===== src/rtl/adc_seq_pkg.sv =====
package adc_seq_pkg;

    // Control state held in the top-level sequencer
    typedef struct packed {
        logic start;      // software start bit
        logic first_pend; // next conversion must be extended
    } seq_ctl_t;

endpackage


===== src/rtl/adc_phase_gen.sv =====
module adc_phase_gen (
    input  logic clk,
    input  logic rst_n,
    input  logic en,
    output logic rise_o
);
    typedef struct packed {
        logic phase; // 0 = rising half of converter clock, 1 = falling half
    } ph_t;

    ph_t ph_d, ph_q;

    always_comb begin
        ph_d       = ph_q;
        ph_d.phase = en ? ~ph_q.phase : 1'b0;
    end

    always_ff @(posedge clk or negedge rst_n) begin
        if (!rst_n) ph_q <= '0;
        else        ph_q <= ph_d;
    end

    assign rise_o = en & ~ph_q.phase;


    phase_alt_chk: assert property (@(posedge clk) disable iff (!rst_n)
        (en && rise_o) |=> (!en || !rise_o));

endmodule


===== src/rtl/adc_conv_timer.sv =====
module adc_conv_timer #(
    parameter int NORM_CYC     = 13,
    parameter int EXT_CYC      = 25,
    parameter int NORM_SH_HALF = 3,
    parameter int EXT_SH_HALF  = 27
) (
    input  logic clk,
    input  logic rst_n,
    input  logic en,
    input  logic begin_i,
    input  logic ext_i,
    output logic busy_o,
    output logic ext_o,
    output logic sh_o,
    output logic done_o
);
    localparam int CW = $clog2(2 * EXT_CYC + 1);
    localparam logic [CW-1:0] NORM_LEN = CW'(2 * NORM_CYC);
    localparam logic [CW-1:0] EXT_LEN  = CW'(2 * EXT_CYC);
    localparam logic [CW-1:0] NORM_SH  = CW'(NORM_SH_HALF);
    localparam logic [CW-1:0] EXT_SH   = CW'(EXT_SH_HALF);

    typedef struct packed {
        logic          active;
        logic          ext;
        logic [CW-1:0] cnt;   // half-cycles elapsed since start
    } tmr_t;

    tmr_t t_d, t_q;
    logic [CW-1:0] len_c, sh_at_c;

    always_comb begin
        len_c   = t_q.ext ? EXT_LEN : NORM_LEN;
        sh_at_c = t_q.ext ? EXT_SH  : NORM_SH;
        sh_o    = en & t_q.active & (t_q.cnt == sh_at_c);
        done_o  = en & t_q.active & (t_q.cnt == len_c);

        t_d = t_q;
        if (!en) begin
            t_d = '0;
        end else if (begin_i) begin
            t_d.active = 1'b1;
            t_d.ext    = ext_i;
            t_d.cnt    = CW'(1);
        end else if (done_o) begin
            t_d.active = 1'b0;
            t_d.cnt    = '0;
        end else if (t_q.active) begin
            t_d.cnt = t_q.cnt + CW'(1);
        end
    end

    always_ff @(posedge clk or negedge rst_n) begin
        if (!rst_n) t_q <= '0;
        else        t_q <= t_d;
    end

    assign busy_o = t_q.active;
    assign ext_o  = t_q.active & t_q.ext;


    cnt_bound_chk: assert property (@(posedge clk) disable iff (!rst_n)
        t_q.active |-> (t_q.cnt <= len_c));


    sh_done_excl_chk: assert property (@(posedge clk) disable iff (!rst_n)
        sh_o |-> !done_o);


    abort_chk: assert property (@(posedge clk) disable iff (!rst_n)
        !en |=> !busy_o);

endmodule


===== src/rtl/adc_result_reg.sv =====
module adc_result_reg #(
    parameter int RES_W = 10
) (
    input  logic             clk,
    input  logic             rst_n,
    input  logic             we_i,
    input  logic [RES_W-1:0] res_i,
    input  logic             clr_i,
    input  logic             ack_i,
    output logic [7:0]       data_hi_o,
    output logic [7:0]       data_lo_o,
    output logic             flag_o
);
    localparam int HI_W = RES_W - 8;

    typedef struct packed {
        logic             flag;
        logic [RES_W-1:0] res;
    } rr_t;

    rr_t r_d, r_q;

    always_comb begin
        r_d = r_q;
        if (we_i)            r_d.res  = res_i;
        if (we_i)            r_d.flag = 1'b1;
        else if (clr_i | ack_i) r_d.flag = 1'b0;
    end

    always_ff @(posedge clk or negedge rst_n) begin
        if (!rst_n) r_q <= '0;
        else        r_q <= r_d;
    end

    assign data_lo_o = r_q.res[7:0];
    assign data_hi_o = {{(8 - HI_W){1'b0}}, r_q.res[RES_W-1:8]};
    assign flag_o    = r_q.flag;


    capture_chk: assert property (@(posedge clk) disable iff (!rst_n)
        we_i |=> (flag_o && data_lo_o == $past(res_i[7:0])));


    flag_clr_chk: assert property (@(posedge clk) disable iff (!rst_n)
        (flag_o && (clr_i || ack_i) && !we_i) |=> !flag_o);


    stable_data_chk: assert property (@(posedge clk) disable iff (!rst_n)
        !we_i |=> ($stable(data_lo_o) && $stable(data_hi_o)));

endmodule


===== src/rtl/adc_seq_ctrl.sv =====
module adc_seq_ctrl
    import adc_seq_pkg::*;
#(
    parameter int NORM_CYC     = 13,
    parameter int EXT_CYC      = 25,
    parameter int NORM_SH_HALF = 3,
    parameter int EXT_SH_HALF  = 27,
    parameter int RES_W        = 10,
    parameter int MUX_W        = 5,
    parameter int REF_W        = 2
) (
    input  logic             clk,
    input  logic             rst_n,
    input  logic             en,
    input  logic             start_set,
    input  logic             free_run,
    input  logic             ext_req,
    input  logic             flag_clr,
    input  logic             irq_ack,
    input  logic [MUX_W-1:0] mux_sel_in,
    input  logic [REF_W-1:0] ref_sel_in,
    input  logic [RES_W-1:0] sar_result,
    output logic             start_bit,
    output logic             busy,
    output logic             ext_active,
    output logic             mux_latch,
    output logic             sample_hold,
    output logic             result_we,
    output logic [MUX_W-1:0] mux_sel_q,
    output logic [REF_W-1:0] ref_sel_q,
    output logic [7:0]       data_hi,
    output logic [7:0]       data_lo,
    output logic             irq_flag
);
    seq_ctl_t c_d, c_q;
    logic [MUX_W-1:0] mux_d, mux_q;
    logic [REF_W-1:0] ref_d, ref_q;
    logic rise_w, busy_w, ext_w, sh_w, done_w, begin_w;

    adc_phase_gen u_phase (
        .clk    (clk),
        .rst_n  (rst_n),
        .en     (en),
        .rise_o (rise_w)
    );

    adc_conv_timer #(
        .NORM_CYC     (NORM_CYC),
        .EXT_CYC      (EXT_CYC),
        .NORM_SH_HALF (NORM_SH_HALF),
        .EXT_SH_HALF  (EXT_SH_HALF)
    ) u_timer (
        .clk     (clk),
        .rst_n   (rst_n),
        .en      (en),
        .begin_i (begin_w),
        .ext_i   (c_q.first_pend | ext_req),
        .busy_o  (busy_w),
        .ext_o   (ext_w),
        .sh_o    (sh_w),
        .done_o  (done_w)
    );

    adc_result_reg #(.RES_W(RES_W)) u_result (
        .clk       (clk),
        .rst_n     (rst_n),
        .we_i      (done_w),
        .res_i     (sar_result),
        .clr_i     (flag_clr),
        .ack_i     (irq_ack),
        .data_hi_o (data_hi),
        .data_lo_o (data_lo),
        .flag_o    (irq_flag)
    );

    always_comb begin
        begin_w = en & c_q.start & ((~busy_w & rise_w) | (done_w & free_run));

        c_d   = c_q;
        mux_d = mux_q;
        ref_d = ref_q;
        if (!en) begin
            c_d.start      = 1'b0;
            c_d.first_pend = 1'b1;
        end else begin
            if (done_w && !free_run) c_d.start = 1'b0;
            if (start_set)           c_d.start = 1'b1;
            if (begin_w) begin
                c_d.first_pend = 1'b0;
                mux_d          = mux_sel_in;
                ref_d          = ref_sel_in;
            end
        end
    end

    always_ff @(posedge clk or negedge rst_n) begin
        if (!rst_n) begin
            c_q   <= '{start: 1'b0, first_pend: 1'b1};
            mux_q <= '0;
            ref_q <= '0;
        end else begin
            c_q   <= c_d;
            mux_q <= mux_d;
            ref_q <= ref_d;
        end
    end

    assign start_bit   = c_q.start;
    assign busy        = busy_w;
    assign ext_active  = ext_w;
    assign mux_latch   = begin_w;
    assign sample_hold = sh_w;
    assign result_we   = done_w;
    assign mux_sel_q   = mux_q;
    assign ref_sel_q   = ref_q;


    start_slot_chk: assert property (@(posedge clk) disable iff (!rst_n)
        (mux_latch && !busy) |-> rise_w);


    sel_hold_chk: assert property (@(posedge clk) disable iff (!rst_n)
        !mux_latch |=> ($stable(mux_sel_q) && $stable(ref_sel_q)));


    single_clear_chk: assert property (@(posedge clk) disable iff (!rst_n)
        (result_we && !free_run && !start_set) |=> !start_bit);


    free_restart_chk: assert property (@(posedge clk) disable iff (!rst_n)
        (result_we && free_run && start_bit) |-> mux_latch);


    disable_chk: assert property (@(posedge clk) disable iff (!rst_n)
        !en |=> (!busy && !start_bit));

endmodule


===== config.mk =====
export PLATFORM = sky130hd
export DESIGN_NAME = adc_seq_ctrl
export DESIGN_NICKNAME = d
export VERILOG_FILES = /design/src/rtl/adc_seq_pkg.sv /design/src/rtl/adc_phase_gen.sv /design/src/rtl/adc_conv_timer.sv /design/src/rtl/adc_result_reg.sv /design/src/rtl/adc_seq_ctrl.sv
export SDC_FILE = /design/constraint.sdc
export NUM_CORES = 1
export LEC_CHECK = 0
export ABC_AREA = 1
export CAP_MARGIN = 40
export CORE_MARGIN = 10
export CORE_UTILIZATION = 43
export DETAILED_ROUTE_END_ITERATION = 12
export DONT_BUFFER_PORTS = 1
export PLACE_DENSITY = 0.59
export SLEW_MARGIN = 20
export SYNTH_ARGS = -nofsm -noshare
export SYNTH_HDL_FRONTEND = slang
export SYNTH_HIERARCHICAL = 1
export SYNTH_SLANG_ARGS = --single-unit

===== constraint.sdc =====
create_clock -name clk -period 6.25 [get_ports clk]
set_input_delay 0.9375 -clock clk [delete_from_list [all_inputs] [get_ports clk]]
set_output_delay 0.9375 -clock clk [all_outputs]
set_load 0.03 [all_outputs]

==> impl_metrics.json <==
{
  "outcome": "finished, final reports clean",
  "r2r_slack_ns": 3.42,
  "dieArea_sq_mm": 0.006228,
  "maxCapViolCount": 0,
  "syn2layout_area_growth_pct": 4.107,
  "yosysWarnings": 6,
  "cts_made_buffers": 5,
  "post_drt_wl_per_cell_um": 14.23,
  "slew_headroom_pct": 57.92,
  "nNetsFinal": 209,
  "place.port_buffers": 0,
  "hold_class": "primary input to async pin",
  "pin_count": 55,
  "n_antenna_cell": 0,
  "path_class": "register to output port",
  "mostFrequentLayoutCells": "67 x nand2_1, 28 x dfrtp_1, 18 x inv_1",
  "drc": 0,
  "arrival_ns": 2.42,
  "cp.required_ns": 5.31,
  "start_util_pct": 44.73,
  "dieWidth_um": 78.92,
  "ant_nets": 0,
  "powerDensity_mw_per_mm2": 238.9,
  "period_share_pct": 53.73,
  "post_drt_via_cell_ratio": 4.690,
  "die_h_um": 78.92,
  "period_needed_ns": 3.358,
  "synth-seq-area-share_pct": 48.70,
  "preCtsSetupSlack_ns": 2.963,
  "drt-pass1-iter-count": 4,
  "cts_setup_buffers": 0,
  "core_sq_mm": 0.003337,
  "antenna_found_initial": 0,
  "grt_first_pass_wirelength_mm": 5.637,
  "dp_hpwl_mm": 2.627,
  "synth_seq_cells": 29,
  "drt_wl_total_mm": 3.258,
  "ctsResizeCount": 0,
  "crit_fanout": 14,
  "finClkSkew_ns": 0.01525,
  "final_common_cell": "nand2_1",
  "synthCells": 178,
  "end_kind": "output port",
  "start_kind": "register",
  "clk_pin_slew_ns": 0.10,
  "std_cell_rows": 21,
  "synth.avg_cell_area_sq_um": 8.386,
  "worst_slew_pin_slew_ns": 0.6304,
  "maxSlewViolCount": 0,
  "tritoncts": "built",
  "ir_drop_mv": 0.1426,
  "synthFlopType": "dfrtp_1",
  "yosysUniqueCellTypes": 25,
  "cts-root-buf": "clkbuf_4",
  "leakage_nw": 0.8740,
  "cts_hold_buf": 0,
  "grt_max_degree": 30,
  "drtIter0Drc": 86,
  "grtUsageTotal_pct": 11.37,
  "hold_viol_final": 0,
  "synthArstFlopShare_pct": 100.0,
  "h-tree-depth": 2,
  "syn_area_sq_mm": 0.001493,
  "setup_viol": 0,
  "finalSetupTns_ns": 0,
  "synth_edf_count": 0,
  "grt_pass1_vias": 1172,
  "grt_overflow": 0,
  "insertion_delay_ns": 0.33,
  "vias": 1074,
  "cts.path.max_buffers": 2,
  "gp_congestion": 0.7883,
  "layout_setup_ws_ns": 2.892,
  "clock-sinks": 29,
  "max_freq_mhz": 297.8,
  "layout-drive-gt1-share_pct": 19.13,
  "rsz0062_at_grt": "no",
  "final_util_pct": 46.57
}
-- final timing paths --
check | cells after the start | endpoint | from
setup / recovery | 10 | mux_latch | u_timer/t_q[0]$_DFFE_PN0P_
hold / removal | 0 | u_timer/busy_o$_DFFE_PN0P_ | rst_n
setup reg to reg | 17 | u_timer/t_q[5]$_DFFE_PN0P_ | u_timer/t_q[0]$_DFFE_PN0P_
hold reg to reg | 1 | u_phase/ph_q$_DFF_PN0_ | u_phase/ph_q$_DFF_PN0_
max in group asynchronous | 0 | c_q[0]$_DFFE_PN1P_ | rst_n
min in group clk | 1 | u_phase/ph_q$_DFF_PN0_ | u_phase/ph_q$_DFF_PN0_
-- state kept, by name (all words and copies together) (netlist names) --
name,count
c_q,1
mux_sel_q,5
ref_sel_q,2
start_bit,1
u_phase/ph_q,1
u_result/data_hi_o,2
u_result/data_lo_o,8
u_result/flag_o,1
u_timer/busy_o,1
u_timer/t_q,7
-- critical path, stage by stage (launching register included) --
cell and delay, ns:
dfrtp_1 0.41, inv_1 0.14, ha_1 0.18, nand3_2 0.10
nor2_4 0.14, nand2_4 0.08, inv_1 0.47, nand2_2 0.13
nand2_4 0.15, nand2_4 0.09, inv_2 0.18
-- synthesized netlist by cell type, types with 6 or more instances --
cell | instances | area (sq um)
nand2_1 | 67 | 251.5
nand2_2 | 7 | 43.79
buf_4 | 8 | 60.06
nand4_1 | 6 | 37.54
nand3_1 | 9 | 45.04
dfrtp_1 | 28 | 700.7
inv_1 | 18 | 67.56
-- layer usage --
layer | vias up | GRT usage [%] | routed length, um | share of wire [%]
li1 | 542 | - | - | -
met1 | 500 | 11.52 | 1147 | 35
met2 | 27 | 19.08 | 1717 | 53
met3 | 5 | 6.532 | 341 | 10
met4 | 0 | 4.301 | 51 | 1.6
met5 | - | 0 | 0 | 0
-- layout make-up --
class	count	area, sq um
tap	46	57.56
multi-input combinational	123	628.1
clock buffer	6	41.29
inverter	22	85.08
clock inverter	2	10.01
timing repair buffer	1	5.005
fill	348	1783
sequential	29	726.9
-- kinds of logic (layout without fill, tap and decap cells) --
group / count (synthesis) / in the layout / share of synthesized area, %
simple gates: 107 / 107 / 35.29
fa+ha+maj: 2 / 2 / 1.676
flops: 29 / 29 / 48.70
xor+xnor: 2 / 2 / 1.174
buf+inv: 31 / 31 / 10.48
compound gates: 6 / 6 / 2.431
other cells: 1 / 6 / 0.2512
-- through the flow --
step                      instance area (sq um)  total power, mW  hold slack [ns]  instances
after floorplan                            1511           0.2625           0.4040        183
after global placement                     1498           0.2669           0.4120        220
after detailed placement                   1503           0.2674           0.4187        221
after CTS                                  1554           0.3773           0.2701        229
after global routing                       1554           0.3918           0.2628        229
final                                      1554           0.3713           0.2837        229
-- report_power, final --
group          internal (mW)  switching [mW]  total, mW
clock network         0.0427          0.0657      0.108
registers              0.201          0.0336      0.234
logic                0.00857          0.0201     0.0287
total                  0.252           0.119      0.371
No activity file was read; power rests on OpenSTA's default activity.
